File: src/rtl/ls_tx_pkg.sv
package ls_tx_pkg;
   typedef enum logic [2:0] {
      ST_IDLE,
      ST_PRESET,
      ST_BITS,
      ST_SE0,
      ST_JEND
   } tx_state_e;

   localparam logic [7:0] SYNC_BYTE = 8'h80;
   localparam logic [7:0] PID_ACK   = 8'hD2;
   localparam logic [7:0] PID_NAK   = 8'h5A;
   localparam int         STUFF_RUN = 6;
endpackage

File: src/rtl/ls_tx_bit_timer.sv
module ls_tx_bit_timer #(
   parameter int CLKS_PER_BIT = 11
) (
   input  logic clk,
   input  logic rst_n,
   input  logic run,
   output logic tick
);
   localparam int TW = (CLKS_PER_BIT > 1) ? $clog2(CLKS_PER_BIT) : 1;
   localparam logic [TW-1:0] LAST = TW'(CLKS_PER_BIT - 1);

   logic [TW-1:0] cnt;

   always_ff @(posedge clk) begin
      if (!rst_n)          cnt <= '0;
      else if (!run)       cnt <= '0;
      else if (cnt == LAST) cnt <= '0;
      else                 cnt <= cnt + 1'b1;
   end

   assign tick = run && (cnt == LAST);
endmodule

File: src/rtl/ls_tx_line_coder.sv
module ls_tx_line_coder #(
   parameter int RUN_LEN = 6
) (
   input  logic clk,
   input  logic rst_n,
   input  logic init,
   input  logic step,
   input  logic data_bit,
   output logic stuff_due,
   output logic line_k
);
   localparam int RW = $clog2(RUN_LEN + 1);

   logic [RW-1:0] ones;

   assign stuff_due = (ones == RW'(RUN_LEN));

   always_ff @(posedge clk) begin
      if (!rst_n || init) begin
         ones   <= '0;
         line_k <= 1'b0;
      end else if (step) begin
         if (stuff_due) begin
            line_k <= ~line_k;
            ones   <= '0;
         end else if (data_bit) begin
            ones   <= ones + 1'b1;
         end else begin
            line_k <= ~line_k;
            ones   <= '0;
         end
      end
   end
endmodule

File: src/rtl/ls_tx_byte_feed.sv
module ls_tx_byte_feed #(
   parameter int MAX_BYTES = 12,
   localparam int CW = $clog2(MAX_BYTES + 1)
) (
   input  logic          clk,
   input  logic          rst_n,
   input  logic          load,
   input  logic          hs,
   input  logic [7:0]    pid,
   input  logic [CW-1:0] left_init,
   input  logic          consume,
   input  logic [7:0]    byte_data,
   output logic          data_bit,
   output logic          all_sent,
   output logic          byte_rd
);
   import ls_tx_pkg::*;

   logic [7:0]    shreg;
   logic [2:0]    bit_idx;
   logic [CW-1:0] left;
   logic          hs_q;
   logic [7:0]    pid_q;
   logic          byte_end;

   assign byte_end = (bit_idx == 3'd7);
   assign data_bit = shreg[0];
   assign byte_rd  = consume && byte_end && (left != '0) && !hs_q;

   always_ff @(posedge clk) begin
      if (!rst_n) begin
         shreg    <= '0;
         bit_idx  <= '0;
         left     <= '0;
         hs_q     <= 1'b0;
         pid_q    <= '0;
         all_sent <= 1'b0;
      end else if (load) begin
         shreg    <= SYNC_BYTE;
         bit_idx  <= '0;
         left     <= left_init;
         hs_q     <= hs;
         pid_q    <= pid;
         all_sent <= 1'b0;
      end else if (consume) begin
         if (byte_end) begin
            bit_idx <= '0;
            if (left != '0) begin
               left  <= left - 1'b1;
               shreg <= hs_q ? pid_q : byte_data;
            end else begin
               all_sent <= 1'b1;
            end
         end else begin
            shreg   <= {1'b0, shreg[7:1]};
            bit_idx <= bit_idx + 1'b1;
         end
      end
   end
endmodule

File: src/rtl/ls_pkt_tx.sv
module ls_pkt_tx #(
   parameter int CLKS_PER_BIT = 11,
   parameter int MAX_BYTES    = 12,
   parameter int ADDR_W       = 7,
   parameter int SE0_BITS     = 2
) (
   input  logic                           clk,
   input  logic                           rst_n,
   input  logic                           start,
   input  logic [$clog2(MAX_BYTES+1)-1:0] byte_cnt,
   input  logic                           hs_mode,
   input  logic                           hs_nak,
   output logic                           byte_rd,
   input  logic [7:0]                     byte_data,
   input  logic [ADDR_W-1:0]              new_addr,
   output logic [ADDR_W:0]                dev_addr,
   output logic                           dp,
   output logic                           dm,
   output logic                           oe,
   output logic                           busy,
   output logic                           done,
   output logic                           rx_clr
);
   import ls_tx_pkg::*;

   localparam int CW = $clog2(MAX_BYTES + 1);
   localparam int SW = (SE0_BITS > 1) ? $clog2(SE0_BITS) : 1;
   localparam logic [CW-1:0] CNT_MIN = CW'(2);
   localparam logic [CW-1:0] CNT_MAX = CW'(MAX_BYTES);

   if (CLKS_PER_BIT < 4) begin : g_bad_clks
      $error("CLKS_PER_BIT must be at least 4");
   end
   if (MAX_BYTES < 2) begin : g_bad_bytes
      $error("MAX_BYTES must be at least 2");
   end
   if (SE0_BITS < 1) begin : g_bad_se0
      $error("SE0_BITS must be at least 1");
   end

   tx_state_e     st;
   logic [SW-1:0] se0_n;
   logic          is_data;
   logic          tick, run;
   logic          step, consume, load;
   logic          stuff_due, line_k, data_bit, all_sent;
   logic          last_slot;
   logic [CW-1:0] n_eff, left_init;
   logic [7:0]    pid_sel;

   assign load      = (st == ST_IDLE) && start;
   assign run       = (st == ST_BITS) || (st == ST_SE0) || (st == ST_JEND);
   assign last_slot = all_sent && !stuff_due;
   assign step      = (st == ST_PRESET) || ((st == ST_BITS) && tick && !last_slot);
   assign consume   = step && !stuff_due;

   always_comb begin
      if (byte_cnt < CNT_MIN)      n_eff = CNT_MIN;
      else if (byte_cnt > CNT_MAX) n_eff = CNT_MAX;
      else                         n_eff = byte_cnt;
   end
   assign left_init = hs_mode ? CW'(1) : (n_eff - 1'b1);
   assign pid_sel   = hs_nak ? PID_NAK : PID_ACK;

   ls_tx_bit_timer #(.CLKS_PER_BIT(CLKS_PER_BIT)) u_timer (
      .clk   (clk),
      .rst_n (rst_n),
      .run   (run),
      .tick  (tick)
   );

   ls_tx_byte_feed #(.MAX_BYTES(MAX_BYTES)) u_feed (
      .clk       (clk),
      .rst_n     (rst_n),
      .load      (load),
      .hs        (hs_mode),
      .pid       (pid_sel),
      .left_init (left_init),
      .consume   (consume),
      .byte_data (byte_data),
      .data_bit  (data_bit),
      .all_sent  (all_sent),
      .byte_rd   (byte_rd)
   );

   ls_tx_line_coder #(.RUN_LEN(STUFF_RUN)) u_coder (
      .clk       (clk),
      .rst_n     (rst_n),
      .init      (load),
      .step      (step),
      .data_bit  (data_bit),
      .stuff_due (stuff_due),
      .line_k    (line_k)
   );

   always_ff @(posedge clk) begin
      if (!rst_n) begin
         st       <= ST_IDLE;
         se0_n    <= '0;
         is_data  <= 1'b0;
         done     <= 1'b0;
         rx_clr   <= 1'b0;
         dev_addr <= '0;
      end else begin
         done   <= 1'b0;
         rx_clr <= 1'b0;
         case (st)
            ST_IDLE: begin
               if (start) begin
                  st      <= ST_PRESET;
                  is_data <= !hs_mode;
               end
            end
            ST_PRESET: st <= ST_BITS;
            ST_BITS: begin
               if (tick && last_slot) begin
                  st    <= ST_SE0;
                  se0_n <= '0;
               end
            end
            ST_SE0: begin
               if (tick) begin
                  if (se0_n == SW'(SE0_BITS - 1)) st <= ST_JEND;
                  else                            se0_n <= se0_n + 1'b1;
               end
            end
            ST_JEND: begin
               if (tick) begin
                  st     <= ST_IDLE;
                  done   <= 1'b1;
                  rx_clr <= 1'b1;
                  if (is_data) dev_addr <= {new_addr, 1'b0};
               end
            end
            default: st <= ST_IDLE;
         endcase
      end
   end

   always_comb begin
      dp = 1'b0;
      dm = 1'b0;
      oe = 1'b0;
      case (st)
         ST_PRESET: dm = 1'b1;
         ST_BITS: begin
            oe = 1'b1;
            dp = line_k;
            dm = !line_k;
         end
         ST_SE0: oe = 1'b1;
         ST_JEND: begin
            oe = 1'b1;
            dm = 1'b1;
         end
         default: ;
      endcase
   end

   assign busy = (st != ST_IDLE);
endmodule

File: config.mk
export PLATFORM = sky130hd
export DESIGN_NAME = ls_pkt_tx
export DESIGN_NICKNAME = d
export VERILOG_FILES = /design/src/rtl/ls_tx_pkg.sv /design/src/rtl/ls_tx_bit_timer.sv /design/src/rtl/ls_tx_line_coder.sv /design/src/rtl/ls_tx_byte_feed.sv /design/src/rtl/ls_pkt_tx.sv
export SDC_FILE = /design/constraint.sdc
export NUM_CORES = 1
export LEC_CHECK = 0
export CORE_MARGIN = 1
export CORE_UTILIZATION = 25
export CTS_CLUSTER_SIZE = 40
export DETAILED_ROUTE_END_ITERATION = 10
export PLACE_DENSITY = 0.48
export SYNTH_ARGS = -nofsm -noshare
export SYNTH_HDL_FRONTEND = slang
export SYNTH_SLANG_ARGS = --single-unit
File: constraint.sdc
create_clock -name clk -period 2.3 [get_ports clk]
set_input_delay 0.46 -clock clk [delete_from_list [all_inputs] [get_ports clk]]
set_output_delay 0.46 -clock clk [all_outputs]
set_load 0.05 [all_outputs]
# Word-level counts from Yosys, hierarchy flattened

Cells that the tools add are included.

Memory bits (writable): 0
Word-level logic and storage cells: 115
Memories: 0
Bits in latches: 0
Bits in read-only memories: 0
Input port bits: 24
Flip-flop bits (word level): 46

$mul: 0
Mux-type cells: 32
Bitwise logic cells: 4
Add/sub/neg operators: 6
Magnitude comparators: 2
Equality and inequality tests: 15
Reductions and logical operators: 41
Div/mod/pow operators: 0
Shifts and indexed selects: 0

Operators with widths:

| cell                                                 | number |
|---|---|
| 2-to-1 mux 8 bit                                     | 6 |
| 2-to-1 mux 4 bit                                     | 7 |
| 2-to-1 mux 3 bit                                     | 8 |
| one-hot mux 3 bit (5 select lines)                   | 1 |
| != test 2 bit, second input constant                 | 6 |
| AND reduction 3 bit                                  | 4 |
| logical AND 1 bit                                    | 10 |
| AND reduction 2 bit                                  | 5 |
| equality test 3 bit, second input constant           | 3 |
| 2-to-1 mux 1 bit                                     | 8 |
| nonzero test 2 bit                                   | 4 |
| subtractor 4 x 1 -> 4 bit, second input constant     | 2 |
| adder 3 x 1 -> 3 bit, second input constant          | 2 |
| equality test 3 x 2 -> 1 bit, second input constant  | 2 |
| zero test 1 bit                                      | 6 |
| OR reduction 3 bit                                   | 2 |
| AND reduction 5 bit                                  | 1 |
| adder 4 x 1 -> 4 bit, second input constant          | 1 |
| equality test 4 bit, second input constant           | 1 |
| greater-than comparator 4 bit, second input constant | 1 |
| logical OR 1 bit                                     | 4 |
| < comparator 4 x 2 -> 1 bit, second input constant   | 1 |
| inverter 1 bit                                       | 4 |
| one-hot mux 1 bit (2 select lines)                   | 2 |
| 8 further kinds                                      | 9 |

# Depth between registers and ports, before layout

Word-level depth: 11
Gate-level depth with buffers: 8
Gate-level depth less buffers: 6

# Hierarchy

From an unflattened synthesis, not the netlist that was laid out.

Cells, all modules: 257
Area total of the unflattened synthesis: 2,399.8 µm²

Modules (own cells, without submodules):

| module           | sequential area each (µm²) | cells each | instances | area each (µm²) |
|---|---|---|---|---|
| ls_tx_byte_feed  | 500.5                      | 126        | 1         | 1,243.7 |
| ls_pkt_tx        | 260.2                      | 91         | 1         | 773.2 |
| ls_tx_line_coder | 80.1                       | 22         | 1         | 198.9 |
| ls_tx_bit_timer  | 80.1                       | 18         | 1         | 183.9 |

# Least setup slack after synthesis

Ideal clock, no wire load.

Path type: register to output
Start point: register u_timer.cnt[0]
End point: output port byte_rd
Cell stages (with the launch flop): 8
Slack: -0.313 ns
Data arrival time: 2.153 ns
Path through: dfxtp_1 inv_1 ha_1 and3b_1 buf_2 a21oi_2 buf_2 nor3_1

Longest elaborated chain between the ends: 9

Ends and longest elaborated chain:

| element                        | RTL line              | text |
|---|---|---|
| from (decl)                    | ls_tx_bit_timer.sv:12 | `logic [TW-1:0] cnt;` |
| from (signal assigned)         | ls_tx_bit_timer.sv:18 | `else cnt <= cnt + 1'b1;` |
| equality test 4 bit            | ls_tx_bit_timer.sv:21 | `assign tick = run && (cnt == LAST);` |
| logical AND 1 bit              | ls_tx_bit_timer.sv:21 |  |
| logical AND 1 bit (2 in a row) | ls_pkt_tx.sv:54       | `assign step = (st == ST_PRESET) \|\| ((st == ST_BITS) && tick && !last_slot);` |
| logical OR 1 bit               | ls_pkt_tx.sv:54       |  |
| logical AND 1 bit              | ls_pkt_tx.sv:55       | `assign consume = step && !stuff_due;` |
| logical AND 1 bit (3 in a row) | ls_tx_byte_feed.sv:28 | `assign byte_rd = consume && byte_end && (left != '0) && !hs_q;` |
| to (decl)                      | ls_pkt_tx.sv:13       | `output logic byte_rd,` |

Every way passes these cells.

# Final worst setup path

Start point: register u_feed.left[0]
End point: output port byte_rd

Longest elaborated chain between the ends: 3

Ends and longest elaborated chain:

| element                        | RTL line              | text |
|---|---|---|
| from (decl)                    | ls_tx_byte_feed.sv:21 | `logic [CW-1:0] left;` |
| from (signal assigned)         | ls_tx_byte_feed.sv:41 | `left <= left_init;` |
| from (signal assigned)         | ls_tx_byte_feed.sv:49 | `left <= left - 1'b1;` |
| nonzero test 4 bit             | ls_tx_byte_feed.sv:28 |  |
| logical AND 1 bit (2 in a row) | ls_tx_byte_feed.sv:28 |  |

Every way passes these cells.

==> results.ini <==
[synthesis]
synth_edf_count = 0
synth_area_leaders = dfxtp_1, a21oi_1, ha_1
syn-cell-area_um2 = 2180
ys_ff_latch = 41
yosys.area.top_type = dfxtp_1
yosysMostFrequentCell = dfxtp_1
synth.top_cell.area_share_pct = 37.6
synth_cell_types = 57
synth_ff_type = dfxtp_1
synthArstFlopShare_pct = 0
yosys_warnings = 0
synth_fp_nets = 284
synth_common_cells = dfxtp_1, a21oi_1, nor2_1, o21ai_0, nand2_1
ys_seq_area_share_pct = 37.6
syn_inst = 251
syn_avg_cell_area_um2 = 8.70

[die]
row_count = 33
core_um2 = 8340
die_w_um = 95.5
die_h_um = 95.5
start_util_pct = 26.2
dieArea_um2 = 9120
io_pins = 39

[global_route]
grt_max_degree = 17
grt_pass1_vias = 1874
grt_pass1_wl_um = 9080
grt_overflow_total = 0
track_usage_pct = 12.6
antenna_found_initial = 0

[clock_tree]
cts_setup_buffers = 0
cts_tree = yes
cts.sinks = 41
clockRootBuffer = clkbuf_8
postCtsHoldBufs = 0
clock_latency_ps = 290
numCtsBuffers = 5
cts.path.max_buffers = 2
htreeDepth = 2
cts.clk_slew.worst_paths_ps = 80

[layout]
final_cells = 399
final_util_pct = 34.5
nNetsFinal = 326
diodes = 0
drive_gt1_share_pct = 14.6
area_growth_syn_to_layout_pct = 31.7

[route]
routedWlPerCell_um = 13.0
dr.pass1.iters = 4
drc = 0
wl_um = 5190
num_vias = 1907
antenna_left = 0
drt_iter0_drc = 63
avgViaCountPerCell = 4.78

[timing]
clock_skew_ps = 6.51
fin_tns_setup_ps = 0
tightest_slew_ps = 520
period_minus_slack_ps = 2230
fin_crit_sh_pct = 96.7
finalHoldViolCount = 0
worst_slack_ps = 74.8
relSlewSlack_pct = 64.9
worst_hold_slack_ps = 464
rsz0062_at_grt = false
max_freq_mhz = 449
slew_viol_final = 0
finalSetupViolCount = 0

[placed_design]
dpl.hpwl_um = 3870
dp_slack_ps = 171
place.port_buffers = 37
gp_congestion = 0.764
post-place-cells = 391

[worst_setup_path]
worst_ep_required_time_ps = 1840
cp-start-kind = register
endpoint_kind = primary output
critical_path_class = register to primary output
ff2ff_path_depth = 6
worst-endpoint-arrival_ps = 1770
crit_path_max_fanout = 4

[run_status]
status = finished, final reports clean

[flow_run]
maxCapViolCount = 0

[power_and_ir_drop]
power.density_nw_per_um2 = 613
vdd_drop_max_uv = 268
p_leak_nw = 1.10

[worst_hold_path]
min_path_type = register to register
min_delay_path_depth = 1

==> final timing paths <==
| check | startpoint | end | slack [ps] |
|---|---|---|---|
| worst min register to register | u_timer.cnt[0] | u_timer.cnt[0] | 460 |
| worst max-delay path | u_feed.left[0] | byte_rd | 70 |
| worst min-delay path | u_timer.cnt[0] | u_timer.cnt[0] | 460 |
| worst max register to register | u_feed.bit_idx[0] | u_feed.shreg[2] | 400 |
==> power breakdown <==
group	internal [mW]	leakage, nW	switching, mW
Clock	0.432	0.0681	0.263
Combinational	0.149	0.700	0.155
Sequential	0.734	0.333	0.0286
Total	1.32	1.10	0.447
==> placed cells by master (no fill, tap or decap), types with 9 or more instances in the layout <==
| cell | count |
|---|---|
| nor2_1 | 24 |
| mux2i_1 | 11 |
| ha_1 | 9 |
| o21ai_0 | 15 |
| nand2_1 | 14 |
| buf_4 | 13 |
| nor3_1 | 9 |
| clkdlybuf4s50_1 | 32 |
| nand3_1 | 11 |
| dfxtp_1 | 41 |
| a21oi_1 | 24 |
==> state kept, by name (all words and copies together), names as in the netlist <==
name	cells
u_coder.line_k	1
u_coder.ones	3
u_feed.shreg	8
u_feed.pid_q	3
se0_n	1
is_data	1
st	3
rx_clr	1
u_feed.left	4
dev_addr	7
u_feed.bit_idx	3
u_feed.hs_q	1
u_timer.cnt	4
u_feed.all_sent	1
==> logic make-up after synthesis <==
family                     after synthesis  synth area share [%]
AOI/OAI and AO/OA                       63                  18.1
xor gates and xnor gates                 3                  1.20
adders and majority gates               10                  5.61
buffers and inverters                   23                  5.50
DFF                                     41                  37.6
muxes                                   12                  5.56
other                                    1                 0.172
and+or+nand+nor                         98                  26.3
==> per-stage QoR <==
stage	power [mW]	cell area, µm²
after floorplan	0.955	2190
after global placement	1.08	2740
after detailed placement	1.08	2740
after CTS	1.78	2870
after global routing	1.84	2880
final	1.76	2880
==> repair_timing <==
| action | CTS | global route |
|---|---|---|
| endpoints found under the setup margin | 1 | 1 |
| pin swaps | 0 | 0 |
| gates resized for setup | 1 | 1 |
==> cell type report <==
class                   count  area [µm²]
inverters                   9        36.3
clock inverters             3        65.1
well taps                 105         131
clock buffers               5        68.8
repair buffers             49         498
fillers                   891        5460
flip-flops and latches     41         821
multi-input cells         187        1260
==> routing by layer <==
metal / GRT usage (%) / part of all wire, %
met2: 19.6 / 45
met3: 2.39 / 2.6
met1: 17.5 / 51
met4: 4.10 / 1.2
met5: 0 / 0
==> critical path: stages (launching register included) <==
cell	delay [ps]
dfxtp_1	370
inv_1	80
ha_1	210
or3b_4	250
nand3_2	110
nor3_2	220
buf_4	240
No activity file was read; power rests on OpenSTA's default activity.
